[src/rtl/i2c_rf_pkg.sv]
package i2c_rf_pkg;
  // Word indices on the register bus
  localparam int unsigned W_DATA  = 0;
  localparam int unsigned W_STAT  = 1;
  localparam int unsigned W_CTRL  = 2;
  localparam int unsigned W_SCLLO = 3;
  localparam int unsigned W_SCLHI = 4;
  localparam int unsigned W_RXLVL = 6;
  localparam int unsigned W_TXLVL = 7;
  // Status bit positions
  localparam int unsigned S_DONE   = 0;
  localparam int unsigned S_ARB    = 1;
  localparam int unsigned S_NACK   = 2;
  localparam int unsigned S_DREQ   = 3;
  localparam int unsigned S_ACTIVE = 5;
  localparam int unsigned S_SCL    = 6;
  localparam int unsigned S_SDA    = 7;
  localparam int unsigned S_RXFULL = 8;
  localparam int unsigned S_RXEMPT = 9;
  localparam int unsigned S_TXFULL = 10;
  localparam int unsigned S_TXEMPT = 11;
  // Control: soft reset position, number of interrupt sources
  localparam int unsigned C_SRST   = 8;
  localparam int unsigned N_IRQSRC = 7;
  localparam int unsigned N_STICKY = 2;
endpackage

[src/rtl/i2c_rf_sticky.sv]
module i2c_rf_sticky #(
  parameter int N = 2
) (
  input  logic         clk,
  input  logic         rst_n,
  input  logic [N-1:0] set,
  input  logic [N-1:0] clr,
  output logic [N-1:0] q
);
  for (genvar i = 0; i < N; i++) begin : g_bit
    always_ff @(posedge clk or negedge rst_n) begin
      if (!rst_n)      q[i] <= 1'b0;
      else if (set[i]) q[i] <= 1'b1;
      else if (clr[i]) q[i] <= 1'b0;
    end

    assert_event_hold_R5: assert property (@(posedge clk) disable iff (!rst_n)
      (q[i] && !clr[i]) |=> q[i]);
    assert_w1c_clear_R5: assert property (@(posedge clk) disable iff (!rst_n)
      (clr[i] && !set[i]) |=> !q[i]);
    assert_event_wins_R5: assert property (@(posedge clk) disable iff (!rst_n)
      set[i] |=> q[i]);
  end
endmodule

[src/rtl/i2c_rf_ctrl.sv]
module i2c_rf_ctrl #(
  parameter int EN_W  = 7,
  parameter int DIV_W = 10
) (
  input  logic             clk,
  input  logic             rst_n,
  input  logic             wr_ctrl,
  input  logic             wr_lo,
  input  logic             wr_hi,
  input  logic [EN_W-1:0]  en_wdata,
  input  logic             srst_wdata,
  input  logic [DIV_W-1:0] div_wdata,
  input  logic             reset_done,
  output logic [EN_W-1:0]  en,
  output logic             srst,
  output logic [DIV_W-1:0] div_lo,
  output logic [DIV_W-1:0] div_hi
);
  always_ff @(posedge clk or negedge rst_n) begin
    if (!rst_n) begin
      en     <= '0;
      div_lo <= '0;
      div_hi <= '0;
    end else begin
      if (wr_ctrl) en     <= en_wdata;
      if (wr_lo)   div_lo <= div_wdata;
      if (wr_hi)   div_hi <= div_wdata;
    end
  end

  // Soft reset: a new request takes precedence over the engine's release
  always_ff @(posedge clk or negedge rst_n) begin
    if (!rst_n)                     srst <= 1'b0;
    else if (wr_ctrl && srst_wdata) srst <= 1'b1;
    else if (reset_done)            srst <= 1'b0;
  end

  assert_srst_hold_R6: assert property (@(posedge clk) disable iff (!rst_n)
    (srst && !reset_done) |=> srst);
  assert_srst_release_R6: assert property (@(posedge clk) disable iff (!rst_n)
    (reset_done && !(wr_ctrl && srst_wdata)) |=> !srst);
  assert_div_keep_R3: assert property (@(posedge clk) disable iff (!rst_n)
    (!wr_lo && !wr_hi) |=> ($stable(div_lo) && $stable(div_hi)));
endmodule

[src/rtl/i2c_rf_irq.sv]
module i2c_rf_irq #(
  parameter int N = 7
) (
  input  logic [N-1:0] en,
  input  logic [N-1:0] cond,
  output logic         irq
);
  logic [N-1:0] hit;
  for (genvar i = 0; i < N; i++) begin : g_src
    assign hit[i] = en[i] & cond[i];
  end
  assign irq = |hit;
endmodule

[src/rtl/i2c_rf_top.sv]
module i2c_rf_top
  import i2c_rf_pkg::*;
#(
  parameter int ADDR_W = 4,
  parameter int DATA_W = 8,
  parameter int LVL_W  = 5,
  parameter int DIV_W  = 10
) (
  input  logic              clk,
  input  logic              rst_n,
  input  logic              bus_valid,
  input  logic              bus_write,
  input  logic [ADDR_W-1:0] bus_addr,
  input  logic [31:0]       bus_wdata,
  output logic [31:0]       bus_rdata,
  output logic              bus_rvalid,
  input  logic              evt_done,
  input  logic              evt_arb_lost,
  input  logic              eng_nack,
  input  logic              eng_data_req,
  input  logic              eng_active,
  input  logic              scl_in,
  input  logic              sda_in,
  input  logic              reset_done,
  output logic              soft_rst,
  output logic [DIV_W-1:0]  scl_lo_div,
  output logic [DIV_W-1:0]  scl_hi_div,
  output logic              tx_valid,
  input  logic              tx_ready,
  output logic [DATA_W-1:0] tx_data,
  input  logic              tx_empty,
  input  logic [LVL_W-1:0]  tx_level,
  input  logic              rx_valid,
  output logic              rx_ready,
  input  logic [DATA_W-1:0] rx_data,
  input  logic              rx_full,
  input  logic [LVL_W-1:0]  rx_level,
  output logic              irq
);
  localparam int EN_W = N_IRQSRC;

  logic wr, rd;
  assign wr = bus_valid &  bus_write;
  assign rd = bus_valid & ~bus_write;

  logic hit_data, hit_stat, hit_ctrl, hit_lo, hit_hi;
  assign hit_data = (bus_addr == ADDR_W'(W_DATA));
  assign hit_stat = (bus_addr == ADDR_W'(W_STAT));
  assign hit_ctrl = (bus_addr == ADDR_W'(W_CTRL));
  assign hit_lo   = (bus_addr == ADDR_W'(W_SCLLO));
  assign hit_hi   = (bus_addr == ADDR_W'(W_SCLHI));

  logic unused_wdata_hi;
  assign unused_wdata_hi = ^bus_wdata[31:DIV_W];

  // Latched engine events, write-one-to-clear
  logic [N_STICKY-1:0] ev_q;
  i2c_rf_sticky #(.N(N_STICKY)) u_sticky (
    .clk  (clk),
    .rst_n(rst_n),
    .set  ({evt_arb_lost, evt_done}),
    .clr  ({2{wr & hit_stat}} & bus_wdata[S_ARB:S_DONE]),
    .q    (ev_q)
  );

  // Control and divider registers; enable bits split around bit 4
  logic [EN_W-1:0] en;
  i2c_rf_ctrl #(.EN_W(EN_W), .DIV_W(DIV_W)) u_ctrl (
    .clk       (clk),
    .rst_n     (rst_n),
    .wr_ctrl   (wr & hit_ctrl),
    .wr_lo     (wr & hit_lo),
    .wr_hi     (wr & hit_hi),
    .en_wdata  ({bus_wdata[7:5], bus_wdata[3:0]}),
    .srst_wdata(bus_wdata[C_SRST]),
    .div_wdata (bus_wdata[DIV_W-1:0]),
    .reset_done(reset_done),
    .en        (en),
    .srst      (soft_rst),
    .div_lo    (scl_lo_div),
    .div_hi    (scl_hi_div)
  );

  logic [EN_W-1:0] cond;
  assign cond = {~tx_ready, rx_full, rx_valid, eng_data_req, eng_nack, ev_q[1], ev_q[0]};

  i2c_rf_irq #(.N(EN_W)) u_irq (
    .en  (en),
    .cond(cond),
    .irq (irq)
  );

  // FIFO side: push only when accepted, pop only when present
  assign tx_valid = wr & hit_data & tx_ready;
  assign tx_data  = bus_wdata[DATA_W-1:0];
  assign rx_ready = rd & hit_data & rx_valid;

  logic [31:0] stat_w, ctrl_w;
  always_comb begin
    stat_w           = '0;
    stat_w[S_DONE]   = ev_q[0];
    stat_w[S_ARB]    = ev_q[1];
    stat_w[S_NACK]   = eng_nack;
    stat_w[S_DREQ]   = eng_data_req;
    stat_w[S_ACTIVE] = eng_active;
    stat_w[S_SCL]    = scl_in;
    stat_w[S_SDA]    = sda_in;
    stat_w[S_RXFULL] = rx_full;
    stat_w[S_RXEMPT] = ~rx_valid;
    stat_w[S_TXFULL] = ~tx_ready;
    stat_w[S_TXEMPT] = tx_empty;
    ctrl_w           = '0;
    ctrl_w[3:0]      = en[3:0];
    ctrl_w[7:5]      = en[6:4];
    ctrl_w[C_SRST]   = soft_rst;
  end

  logic [31:0] rmux;
  always_comb begin
    unique case (bus_addr)
      ADDR_W'(W_DATA):  rmux = rx_valid ? 32'(rx_data) : '0;
      ADDR_W'(W_STAT):  rmux = stat_w;
      ADDR_W'(W_CTRL):  rmux = ctrl_w;
      ADDR_W'(W_SCLLO): rmux = 32'(scl_lo_div);
      ADDR_W'(W_SCLHI): rmux = 32'(scl_hi_div);
      ADDR_W'(W_RXLVL): rmux = 32'(rx_level);
      ADDR_W'(W_TXLVL): rmux = 32'(tx_level);
      default:          rmux = '0;
    endcase
  end

  always_ff @(posedge clk or negedge rst_n) begin
    if (!rst_n) begin
      bus_rdata  <= '0;
      bus_rvalid <= 1'b0;
    end else begin
      bus_rvalid <= rd;
      if (rd) bus_rdata <= rmux;
    end
  end

  assert_pop_nonempty_R9: assert property (@(posedge clk) disable iff (!rst_n)
    rx_ready |-> rx_valid);
  assert_push_accepted_R8: assert property (@(posedge clk) disable iff (!rst_n)
    tx_valid |-> tx_ready);
  assert_rvalid_after_read_R11: assert property (@(posedge clk) disable iff (!rst_n)
    rd |=> bus_rvalid);
  assert_rvalid_only_read_R11: assert property (@(posedge clk) disable iff (!rst_n)
    !rd |=> !bus_rvalid);
  assert_irq_quiet_R7: assert property (@(posedge clk) disable iff (!rst_n)
    (en == '0) |-> !irq);
endmodule

[config.mk]
export PLATFORM = sky130hd
export DESIGN_NAME = i2c_rf_top
export DESIGN_NICKNAME = d
export VERILOG_FILES = /design/src/rtl/i2c_rf_pkg.sv /design/src/rtl/i2c_rf_sticky.sv /design/src/rtl/i2c_rf_ctrl.sv /design/src/rtl/i2c_rf_irq.sv /design/src/rtl/i2c_rf_top.sv
export SDC_FILE = /design/constraint.sdc
export NUM_CORES = 1
export LEC_CHECK = 0
export ABC_CLOCK_PERIOD_IN_PS = 2900
export CAP_MARGIN = 5
export CELL_PAD_IN_SITES_DETAIL_PLACEMENT = 0
export CELL_PAD_IN_SITES_GLOBAL_PLACEMENT = 2
export CORE_MARGIN = 5
export CORE_UTILIZATION = 24
export DETAILED_ROUTE_END_ITERATION = 8
export GPL_TIMING_DRIVEN = 1
export PLACE_DENSITY_LB_ADDON = 0.2
export SLEW_MARGIN = 20
export SYNTH_ARGS = -nofsm -noshare
export SYNTH_HDL_FRONTEND = slang
export SYNTH_SLANG_ARGS = --single-unit
[constraint.sdc]
create_clock -name clk -period 2.9 [get_ports clk]
set_input_delay 0.29 -clock clk [delete_from_list [all_inputs] [get_ports clk]]
set_output_delay 0.29 -clock clk [all_outputs]
set_load 0.02 [all_outputs]
==> flow_summary.yaml <==
yosys:
  ys_ff_latch: 43
  synthesis.instances: 221
  synth.lib_cells_used.distinct: 44
  synth_ff_type: "dfrtp_1"
  number_of_synthesized_flops_with_an_enable_pin: 0
  synth-async-reset-ratio_pct: 100
  synth-warning-count: 0
  synthesis.area_per_instance_um2: 11.0
  synth.yosys.seq_area_share_pct: 44.3
  syn_area_um2: 2430
clock_network:
  worst_skew_late_latency_ps: 300
  cts-root-buf: "clkbuf_8"
  ctsHtreeMaxLevel: 2
  number_of_buffers_on_the_longest_clock_path: 2
  post_cts_resize_count: 0
  number_of_setup_buffers_added_after_cts: 0
  clkSlewWorstSetupHoldPaths_ps: 80
  cts_tree: "done"
  cts_made_buffers: 5
  cts_hold_repair.buffers: 0
  cts.sinks: 43
sta:
  fin_setup_tns_ps: 0
  final_min_period_over_clock_period_pct: 83.0
  post-route-worst-setup-slack_ps: 494
  slew_headroom_pct: 56.6
  rsz0062_at_grt: "no"
  fin_worst_skew_ps: 4.46
  tightest_slew_ps: 650
  hold_violations: 37
  post-route-min-period_ps: 2410
  holdWs_ps: -24.1
  setup_viol: 0
  timing.fmax_ghz: 0.416
  report.final.slew_viol_count: 0
floorplan:
  io_pins: 135
  die_area_um2: 12200
  die_width_um: 111
  rows: 36
  floorplan.initialDensity_pct: 24.8
  die_height_um: 111
  core_region_area_um2: 9820
route:
  viasPerCell: 4.42
  initialDrtViolationCount: 57
  firstDrtPassIters: 4
  dr_total_vias: 1973
  drt-wirelength-per-cell_um: 17.3
  post-route-drc-count: 0
  post_route_antenna_net_violation_count: 0
  detail_route.wirelength_um: 7720
outcome:
  outcome: "complete, but fails checks"
  violations: "negative hold slack"
placement:
  numPlacedInstances: 438
  post_dp_cell_area_um2: 3400
  io_buffer_count: 92
  place.gp.congestion: 0.758
  detailed_place_hpwl_um: 6130
  placement.setup.worst_slack_ps: 475
worst_setup_path:
  critPathKind: "input pin to primary output"
  r2r_cells: 4
  setup.reg_to_reg.worst_slack_ps: 1630
  timing.rr.end: "bus_rdata[6]"
  critical_path.startpoint: "bus_addr[2]"
  cp_data_arrival_time_ps: 2120
  worst_setup_path_end_kind: "primary output"
  reg2reg_from: "u_ctrl.div_lo[6]"
  critPathRequiredTime_ps: 2610
  cp_max_fo: 13
  setup.worst_path.start_class: "input pin"
flow_run:
  drv_cap: 0
pwr:
  p_total_mw: 1.80
  seq_power_share_pct: 41.6
  netSwitchingPower_mw: 0.552
  clock_power_share_pct: 27.3
  p_int_mw: 1.25
  vdd_drop_max_mv: 0.177
  swShare_pct: 30.6
  comb_power_share_pct: 31.2
  power_leakage_nw: 1.47
  cell_area_power_density_nw_per_um2: 512
global_routing:
  grt.overflow.total: 0
  global_route.peak_usage_layer: "met2"
  grt_util_met2_pct: 20.4
  grt_pass1_wl_um: 12100
  number_of_global_route_vias_before_repair: 2126
  met3_track_usage_gr_pct: 2.84
  grt_start_max_net_pins: 44
  gr-usage-met1_pct: 16.5
  antenna_violations_before_repair: 0
  globalRouteTotalUtil_pct: 12.5
final_layout:
  final_cell_mix: "91 x clkdlybuf4s50_1, 43 x dfrtp_1, 29 x mux2_2"
  syn2layout_area_growth_pct: 44.9
  commonest_non_fill_non_tap_cell_in_the_layout: "clkdlybuf4s50_1"
  layout_cell_share_with_drive_strength_beyond_1_pct: 17.9
  total_number_of_nets_in_the_final_design: 382
  finish.cell_count_without_fillers: 446
  final_cell_area_um2: 3520
  num_antenna_cells: 0
worst_hold_path:
  hp-class: "input pin to asynchronous set/reset pin"
how the worst max path moves through the flow:
stage	endpoint	slack (ps)
2_1_floorplan	rx_ready	1360
3_3_place_gp	rx_ready	510
3_5_place_dp	rx_ready	470
4_1_cts	rx_ready	460
5_1_grt	rx_ready	360
6_report	rx_ready	490
cells by family after synthesis:
kind of cell / share of synthesized area, %
AOI/OAI and AO/OA: 15.4
muxes: 16.3
buffers and inverters: 11.6
other: 0.154
DFF: 44.3
and+or+nand+nor: 12.3
flip-flops by register name (all words and copies together) (netlist names):
name           flops
bus_rvalid         1
u_sticky.q         2
u_ctrl.en          7
u_ctrl.srst        1
u_ctrl.div_lo     10
bus_rdata         12
u_ctrl.div_hi     10
power by group through the flow:
stage	Clock [mW]	Combinational (mW)	Sequential [mW]
finish	0.493	0.562	0.750
global route	0.528	0.605	0.765
CTS	0.507	0.571	0.752
detailed placement	0	0.569	0.764
global placement	0	0.565	0.764
floorplan	0	0.226	0.828
synth_stat cells, types with 2 or more instances:
master,instances,area [um^2]
dfrtp_1,43,1080
nor4bb_1,2,20.0
a21oi_1,5,25.0
a221o_1,3,30.0
nand3_1,3,15.0
a21o_1,2,15.0
mux2_2,29,327
a22o_1,4,35.0
a32o_1,2,20.0
a2bb2oi_1,3,26.3
nor2_1,7,26.3
clkbuf_1,3,11.3
o22ai_1,4,25.0
o221ai_1,2,17.5
o2bb2ai_1,2,17.5
o21ai_0,4,20.0
a221oi_1,2,17.5
inv_1,5,18.8
buf_4,31,233
and3_1,2,12.5
buf_2,4,20.0
a22oi_1,9,67.6
mux2i_1,7,70.1
a31oi_1,2,12.5
and2_1,2,12.5
nand2b_1,2,12.5
nor2b_1,8,50.1
nand2_1,13,48.8
per-stage QoR:
step | hold WS [ps] | util [%]
after floorplan | -5.59 | -
after global placement | 465 | 34.7
after detailed placement | 471 | 34.7
after CTS | 184 | 35.9
after global routing | 18.8 | 35.9
final | -24.1 | 35.9
critical path, stage by stage:
cell	delay, ps
clkdlybuf4s50_1	650
nor2_1	220
and3_1	190
and2_1	140
clkdlybuf4s50_1	610
routing by layer:
layer	vias to the layer above	wire length, um
met5	-	0
met3	6	372
met1	945	3600
met4	0	114
met2	63	3630
li1	959	-
cell type report:
type | count | area [um^2]
clock buffer | 6 | 82.6
clock inverter | 2 | 35.0
fill | 1033 | 6300
inverter | 5 | 18.8
multi-input combinational | 154 | 1140
sequential | 43 | 1080
tap | 133 | 166
timing repair buffer | 103 | 1000
Note: power is estimated with default switching activity, not from simulation.
